## src/rtl/v5mon_pkg.sv

```systemverilog
package v5mon_pkg;
  localparam int BIP_HI  = 7;
  localparam int BIP_LO  = 6;
  localparam int REI_BIT = 5;
  localparam int LBL_HI  = 3;
  localparam int LBL_LO  = 1;
  localparam int RDI_BIT = 0;
  localparam int LBL_W   = LBL_HI - LBL_LO + 1;

  localparam logic [LBL_W-1:0] LBL_UNEQ    = 3'b000;
  localparam logic [LBL_W-1:0] LBL_GENERIC = 3'b001;

  // Interleaved two-bit parity of one byte: [1] covers bits 7,5,3,1; [0] covers 6,4,2,0.
  function automatic logic [1:0] byte_bip2(input logic [7:0] b);
    logic [1:0] p;
    p = 2'b00;
    for (int i = 0; i < 8; i += 2) begin
      p[0] = p[0] ^ b[i];
      p[1] = p[1] ^ b[i+1];
    end
    return p;
  endfunction
endpackage

```

## src/rtl/v5mon_bip_acc.sv

```systemverilog
module v5mon_bip_acc
  import v5mon_pkg::*;
(
  input  logic       clk,
  input  logic       rst_n,
  input  logic       beat,
  input  logic       mark,
  input  logic [7:0] data,
  output logic [1:0] err_bits
);
  logic [1:0] par_q;
  logic       have_prev_q;
  logic [1:0] diff;

  assign diff     = par_q ^ data[BIP_HI:BIP_LO];
  assign err_bits = (beat && mark && have_prev_q) ? (2'(diff[0]) + 2'(diff[1])) : 2'd0;

  always_ff @(posedge clk) begin
    if (!rst_n) begin
      par_q       <= 2'b00;
      have_prev_q <= 1'b0;
    end else if (beat) begin
      if (mark) begin
        par_q       <= byte_bip2(data);
        have_prev_q <= 1'b1;
      end else begin
        par_q <= par_q ^ byte_bip2(data);
      end
    end
  end

  // no error can be reported before a previous superframe exists
  p_first_frame_clean_r2: assert property (@(posedge clk) disable iff (!rst_n)
    !have_prev_q |-> err_bits == 2'd0);
  // idle cycles leave the running parity alone
  p_idle_keeps_parity_r11: assert property (@(posedge clk) disable iff (!rst_n)
    !beat |=> $stable(par_q));
endmodule

```

## src/rtl/v5mon_sat_cnt.sv

```systemverilog
module v5mon_sat_cnt #(
  parameter int W     = 16,
  parameter int INC_W = 2
) (
  input  logic             clk,
  input  logic             rst_n,
  input  logic [INC_W-1:0] inc,
  output logic [W-1:0]     count
);
  localparam int          SUM_W = W + 1;
  localparam logic [W-1:0] MAXV = {W{1'b1}};

  logic [SUM_W-1:0] sum;
  assign sum = {1'b0, count} + SUM_W'(inc);

  always_ff @(posedge clk) begin
    if (!rst_n)           count <= '0;
    else if (sum[W])      count <= MAXV;
    else                  count <= sum[W-1:0];
  end

  // a saturating counter never moves down
  p_never_down_r3: assert property (@(posedge clk) disable iff (!rst_n)
    count >= $past(count));
  // once at the top it stays there
  p_sat_hold_r3: assert property (@(posedge clk) disable iff (!rst_n)
    count == MAXV |=> count == MAXV);
endmodule

```

## src/rtl/v5mon_persist.sv

```systemverilog
module v5mon_persist #(
  parameter int W       = 3,
  parameter int PERSIST = 5
) (
  input  logic         clk,
  input  logic         rst_n,
  input  logic         strobe,
  input  logic [W-1:0] sample,
  output logic [W-1:0] value,
  output logic         known
);
  localparam int RUN_W = $clog2(PERSIST + 1);
  localparam logic [RUN_W-1:0] RUN_MAX = RUN_W'(PERSIST);

  logic [W-1:0]     cand_q;
  logic [RUN_W-1:0] run_q;
  logic [RUN_W-1:0] run_nxt;

  always_comb begin
    if (sample != cand_q)      run_nxt = RUN_W'(1);
    else if (run_q == RUN_MAX) run_nxt = RUN_MAX;
    else                       run_nxt = run_q + RUN_W'(1);
  end

  always_ff @(posedge clk) begin
    if (!rst_n) begin
      cand_q <= '0;
      run_q  <= '0;
      value  <= '0;
      known  <= 1'b0;
    end else if (strobe) begin
      cand_q <= sample;
      run_q  <= run_nxt;
      if (run_nxt == RUN_MAX) begin
        value <= sample;
        known <= 1'b1;
      end
    end
  end

  // the accepted value only moves on an overhead byte
  p_hold_between_r5: assert property (@(posedge clk) disable iff (!rst_n)
    !strobe |=> $stable(value));
  // a new accepted value equals the sample that completed the run
  p_value_from_sample_r9: assert property (@(posedge clk) disable iff (!rst_n)
    strobe && (run_nxt == RUN_MAX) |=> value == $past(sample));
endmodule

```

## src/rtl/v5_path_monitor.sv

```systemverilog
module v5_path_monitor
  import v5mon_pkg::*;
#(
  parameter int CNT_W   = 16,
  parameter int PERSIST = 5
) (
  input  logic             clk,
  input  logic             rst_n,
  input  logic             in_valid,
  output logic             in_ready,
  input  logic [7:0]       in_data,
  input  logic             in_v5,
  input  logic [2:0]       exp_label,
  output logic [CNT_W-1:0] bip_err_cnt,
  output logic [CNT_W-1:0] rei_cnt,
  output logic [2:0]       label_now,
  output logic             label_known,
  output logic             slm_alarm,
  output logic             uneq_alarm,
  output logic             rdi_alarm
);
  localparam logic [CNT_W-1:0] CNT_MAX = {CNT_W{1'b1}};

  logic       beat;
  logic       ovh;
  logic [1:0] bip_inc;
  logic [0:0] rei_inc;
  logic       rdi_known;

  assign in_ready = 1'b1;
  assign beat     = in_valid && in_ready;
  assign ovh      = beat && in_v5;
  assign rei_inc  = ovh && in_data[REI_BIT];

  v5mon_bip_acc u_bip (
    .clk      (clk),
    .rst_n    (rst_n),
    .beat     (beat),
    .mark     (in_v5),
    .data     (in_data),
    .err_bits (bip_inc)
  );

  v5mon_sat_cnt #(.W(CNT_W), .INC_W(2)) u_bip_cnt (
    .clk   (clk),
    .rst_n (rst_n),
    .inc   (bip_inc),
    .count (bip_err_cnt)
  );

  v5mon_sat_cnt #(.W(CNT_W), .INC_W(1)) u_rei_cnt (
    .clk   (clk),
    .rst_n (rst_n),
    .inc   (rei_inc),
    .count (rei_cnt)
  );

  v5mon_persist #(.W(LBL_W), .PERSIST(PERSIST)) u_label (
    .clk    (clk),
    .rst_n  (rst_n),
    .strobe (ovh),
    .sample (in_data[LBL_HI:LBL_LO]),
    .value  (label_now),
    .known  (label_known)
  );

  v5mon_persist #(.W(1), .PERSIST(PERSIST)) u_rdi (
    .clk    (clk),
    .rst_n  (rst_n),
    .strobe (ovh),
    .sample (in_data[RDI_BIT]),
    .value  (rdi_alarm),
    .known  (rdi_known)
  );

  assign uneq_alarm = label_known && (label_now == LBL_UNEQ);
  assign slm_alarm  = label_known && (label_now != LBL_UNEQ) &&
                      (label_now != LBL_GENERIC) && (label_now != exp_label);

  // the monitor never stalls the stream
  p_always_ready_r1: assert property (@(posedge clk) in_ready);
  // a path cannot be both unequipped and mismatched
  p_alarm_exclusive_r6: assert property (@(posedge clk) disable iff (!rst_n)
    !(slm_alarm && uneq_alarm));
  // each marked byte with the remote error bit adds exactly one below the top
  p_rei_step_r4: assert property (@(posedge clk) disable iff (!rst_n)
    (ovh && in_data[REI_BIT] && rei_cnt != CNT_MAX) |=> rei_cnt == $past(rei_cnt) + 1'b1);
  // without a valid overhead byte neither counter moves
  p_idle_counters_r11: assert property (@(posedge clk) disable iff (!rst_n)
    !ovh |=> $stable(bip_err_cnt) && $stable(rei_cnt));
  // a generic label never mismatches
  p_generic_no_slm_r8: assert property (@(posedge clk) disable iff (!rst_n)
    (label_now == LBL_GENERIC) |-> !slm_alarm);
endmodule

```

## config.mk

```make
export PLATFORM = sky130hd
export DESIGN_NAME = v5_path_monitor
export DESIGN_NICKNAME = d
export VERILOG_FILES = /design/src/rtl/v5mon_pkg.sv /design/src/rtl/v5mon_bip_acc.sv /design/src/rtl/v5mon_sat_cnt.sv /design/src/rtl/v5mon_persist.sv /design/src/rtl/v5_path_monitor.sv
export SDC_FILE = /design/constraint.sdc
export NUM_CORES = 1
export LEC_CHECK = 0
export BUFFER_PORTS_ARGS = -buffer_cell sky130_fd_sc_hd__buf_2
export CAP_MARGIN = 20
export CORE_MARGIN = 2
export CORE_UTILIZATION = 40
export DETAILED_ROUTE_END_ITERATION = 8
export GPL_ROUTABILITY_DRIVEN = 0
export GPL_TIMING_DRIVEN = 0
export PLACE_DENSITY = 0.61
export SETUP_SLACK_MARGIN = 0.4
export SLEW_MARGIN = 20
export SYNTH_ARGS = -nofsm -noshare
export SYNTH_HDL_FRONTEND = slang
export SYNTH_SLANG_ARGS = --single-unit
```

## constraint.sdc

```tcl
create_clock -name clk -period 2.85 [get_ports clk]
set_input_delay 0.285 -clock clk [delete_from_list [all_inputs] [get_ports clk]]
set_output_delay 0.285 -clock clk [all_outputs]
set_load 0.02 [all_outputs]
```

# [Word level (Yosys, flattened, before mapping)]
# Cells that the tools add are included.
[totals] ff_bits=50 output_inout_bits=40 elab_cells=52
[op_classes] add_sub_neg=5 eq_ne=8 muxes=8 n_bitwise=8 reduce_logical=12
[ops] cell="$mux W16" n=2
[ops] cell="$add A16 B1 Y17" n=1
[ops] cell="$add A16 B2 Y17" n=1
[ops] cell="$eq A3 B3 Y1 const B" n=4
[ops] cell="$mux W3" n=4
[ops] cell="$logic_and A1 B1 Y1" n=7
[ops] cell="$add A3 B1 Y3 const B" n=2
[ops] cell="$ne A3 B3 Y1" n=2
[ops] cell="$reduce_and A2 Y1" n=3
[ops] cell="$xor A1 B1 Y1" n=6
[ops] cell="$mux W2" n=2
[ops] cell="$xor A2 B2 Y2" n=2
[ops] cell="$logic_not A3 Y1" n=1
[ops] cell="$ne A3 B1 Y1 const B" n=1
[ops] cell="$reduce_bool A3 Y1" n=1
[ops] cell="$add A1 B1 Y2" n=1
[ops] cell="$ne A1 B1 Y1" n=1

# [Logic depth before layout (Yosys ltp)]
[depth] word_depth=5 depth_mapped=10 mapped_depth_nobuf=10

# [Modules after synthesis]
# A second synthesis with hierarchy kept.
[hier_totals] cells_unflattened=281 hier_area_um2=2670.1
[modules_own_cells] mod="v5mon_sat_cnt (u_rei_cnt)" instances=1 cells_per_inst=81 area_each_um2=805.8 seq_area_each_um2=320.3
[modules_own_cells] mod="v5mon_sat_cnt (u_bip_cnt)" instances=1 cells_per_inst=85 area_each_um2=793.3 seq_area_each_um2=320.3
[modules_own_cells] mod="v5mon_persist (u_label)" instances=1 cells_per_inst=46 area_each_um2=462.9 seq_area_each_um2=200.2
[modules_own_cells] mod="v5mon_persist (u_rdi)" instances=1 cells_per_inst=32 area_each_um2=289.0 seq_area_each_um2=120.1
[modules_own_cells] mod="v5mon_bip_acc" instances=1 cells_per_inst=26 area_each_um2=240.2 seq_area_each_um2=60.1
[modules_own_cells] mod="v5_path_monitor" instances=1 cells_per_inst=11 area_each_um2=78.8 seq_area_each_um2=0.0

# [Worst setup path before layout]
# Ideal clock, no wire load.
[synth_path] path_type="reg-to-reg" from="reg u_bip.par_q[1]" to="reg u_bip_cnt.count[3]" setup_time_ns=0.072 arrival_time_ns=2.541 required_time_ns=2.778 slack_ns=0.237 stages_incl_launch_ff=11 path_buffers=1 period_less_slack_ns=2.613 cell_sequence="dfxtp_1 > xor2_1 > ha_1 > and3_1 > ha_1 > inv_1 > fa_1 > nand4b_2 > or4_4 > buf_6 > a21oi_1"
[synth_between] elab_chain_cells=5
[synth_rtl] item="from (decl)" line_no="v5mon_bip_acc.sv:11" text="logic [1:0] par_q;"
[synth_rtl] item="from (signal assigned)" line_no="v5mon_bip_acc.sv:24" text="par_q <= byte_bip2(data);"
[synth_rtl] item="from (signal assigned)" line_no="v5mon_bip_acc.sv:27" text="par_q <= par_q ^ byte_bip2(data);"
[synth_rtl] item="$xor A2 B2 Y2" line_no="v5mon_bip_acc.sv:15" text="assign diff = par_q ^ data[BIP_HI:BIP_LO];"
[synth_rtl] item="$add A1 B1 Y2" line_no="v5mon_bip_acc.sv:16" text="assign err_bits = (beat && mark && have_prev_q) ? (2'(diff[0]) + 2'(diff[1])) : 2'd0;"
[synth_rtl] item="$mux W2" line_no="v5mon_bip_acc.sv:16"
[synth_rtl] item="$add A16 B2 Y17" line_no="v5mon_sat_cnt.sv:14" text="assign sum = {1'b0, count} + SUM_W'(inc);"
[synth_rtl] item="$mux W16" line_no="v5mon_sat_cnt.sv:18" text="else if (sum[W]) count <= MAXV;"
[synth_rtl] item="to (signal assigned)" line_no="v5mon_sat_cnt.sv:19" text="else count <= sum[W-1:0];"
[synth_rtl] item="to (decl)" line_no="v5mon_sat_cnt.sv:8" text="output logic [W-1:0] count"
# Every way passes these cells.
# A chain may end at the register's enable or synchronous reset.

# [Final worst setup path]
[layout_path] from="reg u_bip.par_q[1]" to="reg u_bip_cnt.count[13]"
# The elaborated chain is that of the path after synthesis.

==> run metrics <==
status finished clean; Post-Synthesis Cell Area 0.002555 mm²; Core Region 0.006277 mm²; Final Hold Viols 0; Slew Limit Fails 0; Final Setup Violations 0; drt first-iter violations 91; Worst-Skew Late Latency 0.31 ns; worst-path fanout max 5; Least-Margin Pin Slew 0.6899 ns; part of the cycle the worst path needs 87.39%; total power draw 1335 µW; number of global-route vias before repair 2041; pwr/cell area 419.4 mW/mm²; global-route wire length before repair 9825 µm; pre-CTS setup slack -0.08501 ns; Max VDD drop 0.2453 mV; Syn-to-layout area delta 24.58%; H-Tree Depth 2; sequential fraction of the synthesis area 39.18%; Slew headroom 54.01%; DIE AREA 0.007043 mm²; Residual DRC 0; worst setup margin 0.3594 ns; Cell variety after synth 52; largest net degree at the start of global routing 16; DP Wirelength 4022 µm; via-per-instance ratio 5.216; f_max 401.5 MHz; Initial DRT Pass Iterations 4; commonest cells after routing, fill and taps aside 54 x buf_2, 48 x dfxtp_1, 33 x nand2_1; initial antenna violation count 0; layout cell share with drive strength beyond 1 31.73%; Syn Nets 306; HP Class in -> reg; crit start category register; commonest non-fill, non-tap cell in the layout buf_2; Clock transition at path regs 0.09 ns; total CTS buffers 5; Yosys top cell area share 39.18%; WL per Instance 13.33 µm; Layout Nets 373; grt total ovfl 0; clk buf depth 2; Yosys reg bits 50; Diodes inserted 0; LEAKAGE 0.001284 µW; # port buffers 53; gr busiest metal met2; via count 2243; Post-Route Utilization 50.71%; met1 Use GR 22.34%; antenna viol nets, final 0; Chip Width 83.92 µm; final cell count without fillers 430; Die Y 83.92 µm; Max Cap Violations 0; synth top area cells dfxtp_1 39%, xnor2_1 7.5%, nand2_1 4.8%, xor2_1 4.1%, a21oi_1 3.9%; row count 29; CP required 3.09 ns; yosys warns 0; Crit Path Class reg -> reg; Final min period 2.491 ns; Critical Path AT 2.73 ns; Final Skew 0.01144 ns; final wirelength 5732 µm; Cells after Synth 285; clock root cell clkbuf_8; post-route setup TNS 0 ns; placed cells 415; met2 GRT Util 26.76%; GRT Util Overall 16.83%; dominant cell type by area after synthesis dfxtp_1; TritonCTS clock tree built; GR met3 Demand/Resource 4.946%; unrepaired setup endpoints after global routing true; top-level port count 55; Sink Count 50; r2r setup slk 0.36 ns; Crit. End Element register; Avg Inst Size Synth 8.965 µm²; initial core utilization 40.70%
==> per-layer routing <==
metal	wire (µm)	vias to the layer above
met5	0	-
met4	61	0
li1	-	1140
met2	2643	44
met1	2731	1054
met3	295	5
==> cell families after synthesis <==
logic type / share of synthesized area, %
compound gates: 15.43
xor+xnor: 11.66
fa+ha+maj: 3.232
buf+inv: 3.869
flops: 39.18
mux: 2.351
other cells: 0.1468
simple gates: 24.14
==> registers in the layout, indices dropped and copies added, names as in the netlist <==
register           flops
u_label.run_q          3
u_bip.have_prev_q      1
u_rdi.value            1
u_label.cand_q         3
u_label.known          1
u_bip.par_q            2
u_rei_cnt.count       16
u_rdi.cand_q           1
u_label.value          3
u_bip_cnt.count       16
u_rdi.run_q            3
==> worst max-delay path, cell delays in order, from the launching register on <==
cell       delay [ns]
dfxtp_4          0.36
xor2_1           0.15
ha_1             0.27
and3_4           0.18
ha_4             0.13
inv_2            0.04
fa_2             0.34
nand4b_4         0.18
or4_4            0.49
clkbuf_16        0.19
a21oi_1          0.11
==> layout make-up <==
| type | instances | area (µm²) |
|---|---|---|
| multi-input combinational | 214 | 1529 |
| clock buffer | 5 | 68.82 |
| buffer | 11 | 66.31 |
| timing repair buffer | 60 | 339.1 |
| tap | 77 | 96.34 |
| clock inverter | 3 | 40.04 |
| fill | 619 | 3094 |
| sequential | 50 | 1006 |
| inverter | 10 | 37.54 |
==> final timing paths <==
path | endpoint | cells past startpoint | start
hold reg to reg | u_label.cand_q[2] | 2 | u_label.cand_q[2]
hold / removal | u_label.cand_q[0] | 3 | in_data[1]
setup / recovery | u_bip_cnt.count[13] | 10 | u_bip.par_q[1]
setup reg to reg | u_bip_cnt.count[13] | 10 | u_bip.par_q[1]
==> through the flow <==
| step | instance area [µm²] | hold slack (ns) |
|---|---|---|
| 3_3_place_gp | 2928 | 0.4553 |
| 3_5_place_dp | 2928 | 0.4598 |
| 2_1_floorplan | 2566 | 0.4210 |
| 4_1_cts | 3107 | 0.2458 |
| 6_report | 3183 | 0.2547 |
| 5_1_grt | 3183 | 0.2528 |
==> power by group <==
group | total (µW) | switching [µW] | internal, µW
clock network | 499 | 240 | 259
registers | 722 | 10.8 | 712
logic | 114 | 66.6 | 46.9
==> synthesized netlist by cell type, drive strengths merged <==
master,number
mux2i,6
nor3,8
nand3,13
a311oi,1
and4,2
conb,1
buf,6
o21ai,20
o21bai,1
and3b,1
dfxtp,50
xnor2,22
xor2,12
and3,3
a211oi,3
nand3b,4
a31oi,3
a21oi,24
nand2,36
o311ai,2
ha,5
or4,1
or3,1
o21a,1
or2,1
o21ba,1
o211a,2
inv,10
nand4b,2
fa,1
nor2,12
nor4,8
nor4b,2
nand4,7
a211o,1
nand2b,2
and2,1
clkbuf,5
nor2b,3
o211ai,1
==> repair_timing <==
item | CTS | global route
gates cloned | 0 | 1
gates resized for setup | 9 | 12
endpoints found under the setup margin | 14 | 16
setup buffers | 6 | 0
pin swaps | 1 | 1
hold buffers | 0 | 0
Power figures use the tool's default switching activity.
